--- config.mk ---
export PLATFORM = sky130hd
export DESIGN_NAME = cms_code_combiner
export DESIGN_NICKNAME = d
export VERILOG_FILES = /design/src/rtl/cmc_pkg.sv /design/src/rtl/cmc_merge.sv /design/src/rtl/cmc_pair_track.sv /design/src/rtl/cmc_diff_out.sv /design/src/rtl/cms_code_combiner.sv
export SDC_FILE = /design/constraint.sdc
export NUM_CORES = 1
export LEC_CHECK = 0
export BUFFER_PORTS_ARGS = -buffer_cell sky130_fd_sc_hd__buf_4
export CORE_ASPECT_RATIO = 0.8
export CORE_UTILIZATION = 60
export DETAILED_ROUTE_END_ITERATION = 12
export PLACE_DENSITY_LB_ADDON = 0.1
export SYNTH_ARGS = -nofsm -noshare
export SYNTH_HDL_FRONTEND = slang
export SYNTH_SLANG_ARGS = --single-unit
--- constraint.sdc ---
create_clock -name clk -period 4.5 [get_ports clk]
set_input_delay 0 -clock clk [delete_from_list [all_inputs] [get_ports clk]]
set_output_delay 0 -clock clk [all_outputs]
set_load 0.02 [all_outputs]
--- src/rtl/cmc_pkg.sv ---
package cmc_pkg;
  localparam int unsigned CMC_CRS_W = 5;
  localparam int unsigned CMC_FIN_W = 13;
  localparam int unsigned CMC_OVL_W = 1;
endpackage

--- src/rtl/cmc_merge.sv ---
module cmc_merge #(
  parameter int unsigned CRS_W = cmc_pkg::CMC_CRS_W,
  parameter int unsigned FIN_W = cmc_pkg::CMC_FIN_W,
  parameter int unsigned OVL_W = cmc_pkg::CMC_OVL_W,
  localparam int unsigned OUT_W = CRS_W + FIN_W - OVL_W
) (
  input  logic [CRS_W-1:0] coarse,
  input  logic [FIN_W-1:0] fine,
  output logic [OUT_W-1:0] merged
);
  localparam int unsigned SHIFT = FIN_W - OVL_W;
  localparam int unsigned SUM_W = OUT_W + 1;

  logic [SUM_W-1:0] sum;

  always_comb begin
    sum = (SUM_W'(coarse) << SHIFT) + SUM_W'(fine);
  end

  generate
    if (OVL_W == 0) begin : g_no_ovl
      assign merged = sum[OUT_W-1:0];
    end else begin : g_sat
      assign merged = sum[SUM_W-1] ? {OUT_W{1'b1}} : sum[OUT_W-1:0];
    end
  endgenerate
endmodule

--- src/rtl/cmc_pair_track.sv ---
module cmc_pair_track #(
  parameter int unsigned OUT_W = 17
) (
  input  logic             clk,
  input  logic             rst,
  input  logic             rst_stb,
  input  logic             sig_stb,
  input  logic [OUT_W-1:0] code_in,
  output logic [OUT_W-1:0] held_rst,
  output logic             pair_ok,
  output logic             order_bad
);
  logic armed;

  always_ff @(posedge clk) begin
    if (rst) begin
      armed    <= 1'b0;
      held_rst <= '0;
    end else if (rst_stb) begin
      armed    <= 1'b1;
      held_rst <= code_in;
    end else if (sig_stb) begin
      armed    <= 1'b0;
    end
  end

  assign pair_ok   = sig_stb & armed;
  assign order_bad = sig_stb & ~armed;


  consume_chk: assert property (@(posedge clk) disable iff (rst)
    (sig_stb && !rst_stb) |=> !armed);
endmodule

--- src/rtl/cmc_diff_out.sv ---
module cmc_diff_out #(
  parameter int unsigned OUT_W = 17
) (
  input  logic             clk,
  input  logic             rst,
  input  logic             pair_ok,
  input  logic             order_bad,
  input  logic [OUT_W-1:0] sig_code,
  input  logic [OUT_W-1:0] ref_code,
  output logic             res_vld,
  output logic [OUT_W-1:0] res_code,
  output logic             seq_err
);
  logic [OUT_W:0]   diff;
  logic [OUT_W-1:0] clamped;

  always_comb begin
    diff    = {1'b0, sig_code} - {1'b0, ref_code};
    clamped = diff[OUT_W] ? '0 : diff[OUT_W-1:0];
  end

  always_ff @(posedge clk) begin
    if (rst) begin
      res_vld  <= 1'b0;
      seq_err  <= 1'b0;
      res_code <= '0;
    end else begin
      res_vld <= pair_ok;
      seq_err <= order_bad;
      if (pair_ok) res_code <= clamped;
    end
  end


  clamp_zero_chk: assert property (@(posedge clk) disable iff (rst)
    (pair_ok && (sig_code < ref_code)) |=> (res_code == '0));

  hold_on_err_chk: assert property (@(posedge clk) disable iff (rst)
    seq_err |-> $stable(res_code));
endmodule

--- src/rtl/cms_code_combiner.sv ---
module cms_code_combiner #(
  parameter int unsigned CRS_W = cmc_pkg::CMC_CRS_W,
  parameter int unsigned FIN_W = cmc_pkg::CMC_FIN_W,
  parameter int unsigned OVL_W = cmc_pkg::CMC_OVL_W,
  localparam int unsigned OUT_W = CRS_W + FIN_W - OVL_W
) (
  input  logic             clk,
  input  logic             rst,
  input  logic             code_vld,
  input  logic             code_is_sig,
  input  logic [CRS_W-1:0] coarse_code,
  input  logic [FIN_W-1:0] fine_code,
  output logic             res_vld,
  output logic [OUT_W-1:0] res_code,
  output logic             seq_err
);
  logic             rst_stb, sig_stb;
  logic [OUT_W-1:0] merged, held_rst;
  logic             pair_ok, order_bad;

  assign rst_stb = code_vld & ~code_is_sig;
  assign sig_stb = code_vld & code_is_sig;

  cmc_merge #(.CRS_W(CRS_W), .FIN_W(FIN_W), .OVL_W(OVL_W)) u_merge (
    .coarse (coarse_code),
    .fine   (fine_code),
    .merged (merged)
  );

  cmc_pair_track #(.OUT_W(OUT_W)) u_track (
    .clk       (clk),
    .rst       (rst),
    .rst_stb   (rst_stb),
    .sig_stb   (sig_stb),
    .code_in   (merged),
    .held_rst  (held_rst),
    .pair_ok   (pair_ok),
    .order_bad (order_bad)
  );

  cmc_diff_out #(.OUT_W(OUT_W)) u_out (
    .clk       (clk),
    .rst       (rst),
    .pair_ok   (pair_ok),
    .order_bad (order_bad),
    .sig_code  (merged),
    .ref_code  (held_rst),
    .res_vld   (res_vld),
    .res_code  (res_code),
    .seq_err   (seq_err)
  );


  reset_quiet_chk: assert property (@(posedge clk)
    $past(rst) |-> (!res_vld && !seq_err && res_code == '0));

  vld_cause_chk: assert property (@(posedge clk) disable iff (rst)
    res_vld |-> $past(code_vld && code_is_sig));

  err_cause_chk: assert property (@(posedge clk) disable iff (rst)
    seq_err |-> $past(code_vld && code_is_sig));

  rst_stb_quiet_chk: assert property (@(posedge clk) disable iff (rst)
    (code_vld && !code_is_sig) |=> (!res_vld && !seq_err && $stable(res_code)));

  vld_pulse_chk: assert property (@(posedge clk) disable iff (rst)
    res_vld |=> !res_vld);

  excl_out_chk: assert property (@(posedge clk) disable iff (rst)
    !(res_vld && seq_err));

  merge_low_chk: assert property (@(posedge clk) disable iff (rst)
    (code_vld && coarse_code == '0) |-> (merged == OUT_W'(fine_code)));
endmodule

==> impl_metrics.xml <==
<?xml version="1.0" encoding="UTF-8"?>
<metrics>
  <group name="pwr">
    <metric name="power_report.internal_total" unit="mW">0.632</metric>
    <metric name="vdd_drop_max" unit="uV">323</metric>
    <metric name="power_density" unit="nW/um^2">326</metric>
    <metric name="p_sw_share" unit="%">30.5</metric>
    <metric name="power" unit="mW">0.908</metric>
    <metric name="seq_power_share" unit="%">38.6</metric>
    <metric name="share_comb_of_total_power" unit="%">28.1</metric>
    <metric name="p_switching" unit="mW">0.277</metric>
    <metric name="share_clk_of_total_power" unit="%">33.3</metric>
    <metric name="cellLeakagePower" unit="nW">1.24</metric>
  </group>
  <group name="clocking">
    <metric name="cts_made_buffers" unit="">5</metric>
    <metric name="postCtsHoldBufs" unit="">1</metric>
    <metric name="clkLatencyLatePin" unit="ps">300</metric>
    <metric name="cts.sinks" unit="">37</metric>
    <metric name="htree_levels" unit="">2</metric>
    <metric name="root_buffer" unit="">clkbuf_8</metric>
    <metric name="cts.reportedPaths.clkPinSlew" unit="ps">80</metric>
    <metric name="post_cts.resized_instances" unit="">0</metric>
    <metric name="max-clock-path-buffers" unit="">2</metric>
    <metric name="post_cts_setup_repair_bufs" unit="">0</metric>
    <metric name="cts_tree" unit="">done</metric>
  </group>
  <group name="yosys">
    <metric name="synth-async-reset-ratio" unit="%">0</metric>
    <metric name="synth-edff-count" unit="">0</metric>
    <metric name="synth.yosys.seq_area_share" unit="%">31.7</metric>
    <metric name="synth.avg_cell_area" unit="sq um">8.12</metric>
    <metric name="mappedNetlistNets" unit="">330</metric>
    <metric name="synthCells" unit="">288</metric>
    <metric name="count_of_distinct_cell_types_in_the_synthesized_netlist" unit="">45</metric>
    <metric name="ys.flop_type" unit="">dfxtp_1</metric>
    <metric name="synth-warning-count" unit="">0</metric>
    <metric name="mappedNetlistArea" unit="sq um">2340</metric>
    <metric name="ys_ff_latch" unit="">37</metric>
  </group>
  <group name="routing">
    <metric name="firstDrtPassIters" unit="">4</metric>
    <metric name="route.detailed.vias_per_inst" unit="">5.91</metric>
    <metric name="num_vias" unit="">2192</metric>
    <metric name="drc" unit="">0</metric>
    <metric name="avgRoutedWirePerCell" unit="um">14.4</metric>
    <metric name="total_wire_length_after_detailed_routing" unit="um">5340</metric>
    <metric name="antenna_left" unit="">0</metric>
    <metric name="drt_iter0_drc" unit="">134</metric>
  </group>
  <group name="setup_path">
    <metric name="crit_fanout" unit="">16</metric>
    <metric name="timing.setup.critical_path_class" unit="">in -&gt; reg</metric>
    <metric name="arrival" unit="ps">2760</metric>
    <metric name="cp_common_cell" unit="">ha_1</metric>
    <metric name="endpoint_kind" unit="">register</metric>
    <metric name="path_delay_family" unit="">simple AND/OR/NAND/NOR gates</metric>
    <metric name="worst_ep_required_time" unit="ps">4740</metric>
    <metric name="timing.critical_path.buf_inv" unit="">1</metric>
    <metric name="timing.critical_path.cells" unit="">buf_4 -&gt; ha_1 -&gt; ha_1 -&gt; and3_1 -&gt; o21a_1 -&gt; ha_1 -&gt; nand2_1 -&gt; o21ai_1 -&gt; a41oi_1 -&gt; nor3b_4 -&gt; a32o_1</metric>
    <metric name="critPathMaxStageDelay" unit="ps">650</metric>
    <metric name="startpoint_type" unit="">primary input</metric>
    <metric name="critical_path.slowest_cell" unit="">nor3b_4</metric>
  </group>
  <group name="global_routing">
    <metric name="wire_length_of_the_first_global_routing_pass" unit="um">8760</metric>
    <metric name="overflow" unit="">0</metric>
    <metric name="initial_antenna_violation_count" unit="">0</metric>
    <metric name="maximum_number_of_pins_on_one_net_before_global_route_repair" unit="">35</metric>
    <metric name="first_global_vias" unit="">2051</metric>
    <metric name="grt_util_all_layers" unit="%">27.0</metric>
  </group>
  <group name="floorplanning">
    <metric name="row_count" unit="">19</metric>
    <metric name="die_width" unit="um">71.8</metric>
    <metric name="boundaryPins" unit="">41</metric>
    <metric name="design.die.area" unit="sq um">4150</metric>
    <metric name="die_height" unit="um">57.9</metric>
    <metric name="core_area" unit="sq um">3570</metric>
    <metric name="initial_core_util" unit="%">65.6</metric>
  </group>
  <group name="final_layout">
    <metric name="utilization" unit="%">78.1</metric>
    <metric name="post_route_cells_drive_above_1_share" unit="%">21.0</metric>
    <metric name="finalNetCount" unit="">370</metric>
    <metric name="diodes" unit="">0</metric>
    <metric name="synthToLayoutAreaGrowth" unit="%">19.1</metric>
    <metric name="finish.instance_area" unit="sq um">2790</metric>
  </group>
  <group name="timing">
    <metric name="final-hold-violation-count" unit="">0</metric>
    <metric name="report.final.setup_viol" unit="">0</metric>
    <metric name="max_freq" unit="GHz">0.396</metric>
    <metric name="post-route-period-util" unit="%">56.1</metric>
    <metric name="final-max-slew-violation-count" unit="">0</metric>
    <metric name="worst_max_slew_margin_expressed_relative_to_the_limit" unit="%">14.4</metric>
    <metric name="worst_slew_pin_slew" unit="ps">1280</metric>
    <metric name="fin_crit" unit="ps">2530</metric>
    <metric name="totalNegativeSetupSlack" unit="ps">0</metric>
    <metric name="finalClockSkew" unit="ps">7.69</metric>
    <metric name="grt_setup_unrepaired" unit="">no</metric>
    <metric name="fin_ws" unit="ps">1970</metric>
  </group>
  <group name="run_status">
    <metric name="status" unit="">finished, final reports clean</metric>
  </group>
  <group name="job">
    <metric name="drv_cap" unit="">0</metric>
  </group>
  <group name="place">
    <metric name="globalplace.congestion" unit="">0.896</metric>
    <metric name="dp_hpwl" unit="um">3920</metric>
    <metric name="placement.cell_area" unit="sq um">2660</metric>
    <metric name="place_worst_setup_slack" unit="ps">1710</metric>
    <metric name="numPortBuffers" unit="">40</metric>
  </group>
  <group name="hold_path">
    <metric name="worstHoldPathType" unit="">in -&gt; reg</metric>
  </group>
</metrics>
==> worst register-to-register path, stage by stage (launching register included) <==
cell and delay [ps]:
dfxtp_1 320, ha_1 210, fa_1 410, nand2b_1 210, a21oi_1 300, o21ai_1 160
a21o_1 190, a21o_1 170, a32o_1 240
==> stage by stage <==
| step | instances | hold WS (ps) |
|---|---|---|
| 2_1_floorplan | 288 | 101 |
| 3_3_place_gp | 362 | 264 |
| 3_5_place_dp | 362 | 293 |
| 4_1_cts | 371 | 5.70 |
| 5_1_grt | 371 | 33.9 |
| 6_report | 371 | 6.84 |
==> synth_stat cells (2+ instances only) <==
cell type	n	area (sq um)
a21oi_1	20	100
xor2_1	4	35.0
o21ai_1	3	15.0
a22o_2	9	90.1
nor3b_1	2	15.0
a32o_1	8	80.1
nor3_1	3	15.0
or3_1	3	18.8
clkbuf_1	7	26.3
o21ai_0	11	55.1
nor2b_1	5	31.3
a21o_1	5	37.5
a31oi_1	4	25.0
and3_1	4	25.0
dfxtp_1	37	741
xnor2_1	5	43.8
mux2i_1	2	20.0
a211oi_1	14	105
o211ai_1	2	15.0
nand2_1	11	41.3
nand2b_1	2	12.5
ha_1	19	238
nor2_1	41	154
and3_2	2	15.0
o21a_1	4	30.0
nand3_1	7	35.0
a211oi_2	2	25.0
inv_1	35	131
==> kinds of logic after synthesis <==
group / after synthesis / share of synthesized area [%]
fa+ha+maj: 20 / 11.0
compound gates: 87 / 26.5
mux: 3 / 1.34
xor+xnor: 9 / 3.37
flops: 37 / 31.7
buf+inv: 45 / 7.75
simple gates: 87 / 18.3
==> routing by layer <==
metal / part of all wire (%) / vias up / GRT usage, %
li1: - / 1104 / -
met2: 47 / 59 / 46.4
met4: 1.6 / 0 / 12.6
met3: 5.1 / 12 / 4.70
met5: 0 / - / 0
met1: 46 / 1017 / 33.4
==> power groups by stage <==
stage / Clock, mW / Combinational (mW) / Sequential, mW
detailed placement: 0 / 0.249 / 0.357
finish: 0.302 / 0.256 / 0.350
global placement: 0 / 0.243 / 0.357
CTS: 0.304 / 0.253 / 0.350
floorplan: 0 / 0.182 / 0.361
global route: 0.318 / 0.282 / 0.352
==> cell usage in the layout, fill, tap and decap left out, drive strengths merged, types with 2 or more instances in the layout <==
cell | Yosys | layout
a211oi | 16 | 16
a21o | 5 | 5
a21oi | 20 | 20
a22o | 9 | 9
a31oi | 4 | 4
a32o | 8 | 8
and3 | 6 | 6
buf | 3 | 42
clkbuf | 7 | 7
dfxtp | 37 | 37
ha | 19 | 19
inv | 35 | 35
mux2i | 2 | 2
nand2 | 12 | 12
nand2b | 2 | 2
nand3 | 7 | 7
nor2 | 41 | 41
nor2b | 5 | 5
nor3 | 4 | 4
nor3b | 3 | 3
o211ai | 2 | 2
o21a | 4 | 4
o21ai | 15 | 15
or3 | 3 | 3
xnor2 | 5 | 5
xor2 | 4 | 4
==> worst paths after layout <==
| path | to | startpoint | cells after the start | slack [ps] |
|---|---|---|---|---|
| setup reg to reg | u_out.res_code[14] | u_track.held_rst[0] | 8 | 2180 |
| hold reg to reg | u_out.seq_err | u_track.armed | 1 | 470 |
| hold / removal | u_out.seq_err | code_is_sig | 3 | 7 |
| setup / recovery | u_out.res_code[16] | coarse_code[0] | 11 | 1970 |
==> state kept, by name, indices dropped and copies added, names as in the netlist <==
register and flops:
u_out.seq_err 1, u_track.armed 1, u_track.held_rst 17, u_out.res_vld 1
u_out.res_code 17
==> area by class of cell <==
type	count	area [sq um]
fill	279	779
timing repair buffer	43	325
sequential	37	741
clock inverter	1	30.0
clock buffer	7	86.3
tap	42	52.6
inverter	35	131
multi-input combinational	206	1420
Power figures use the tool's default switching activity.
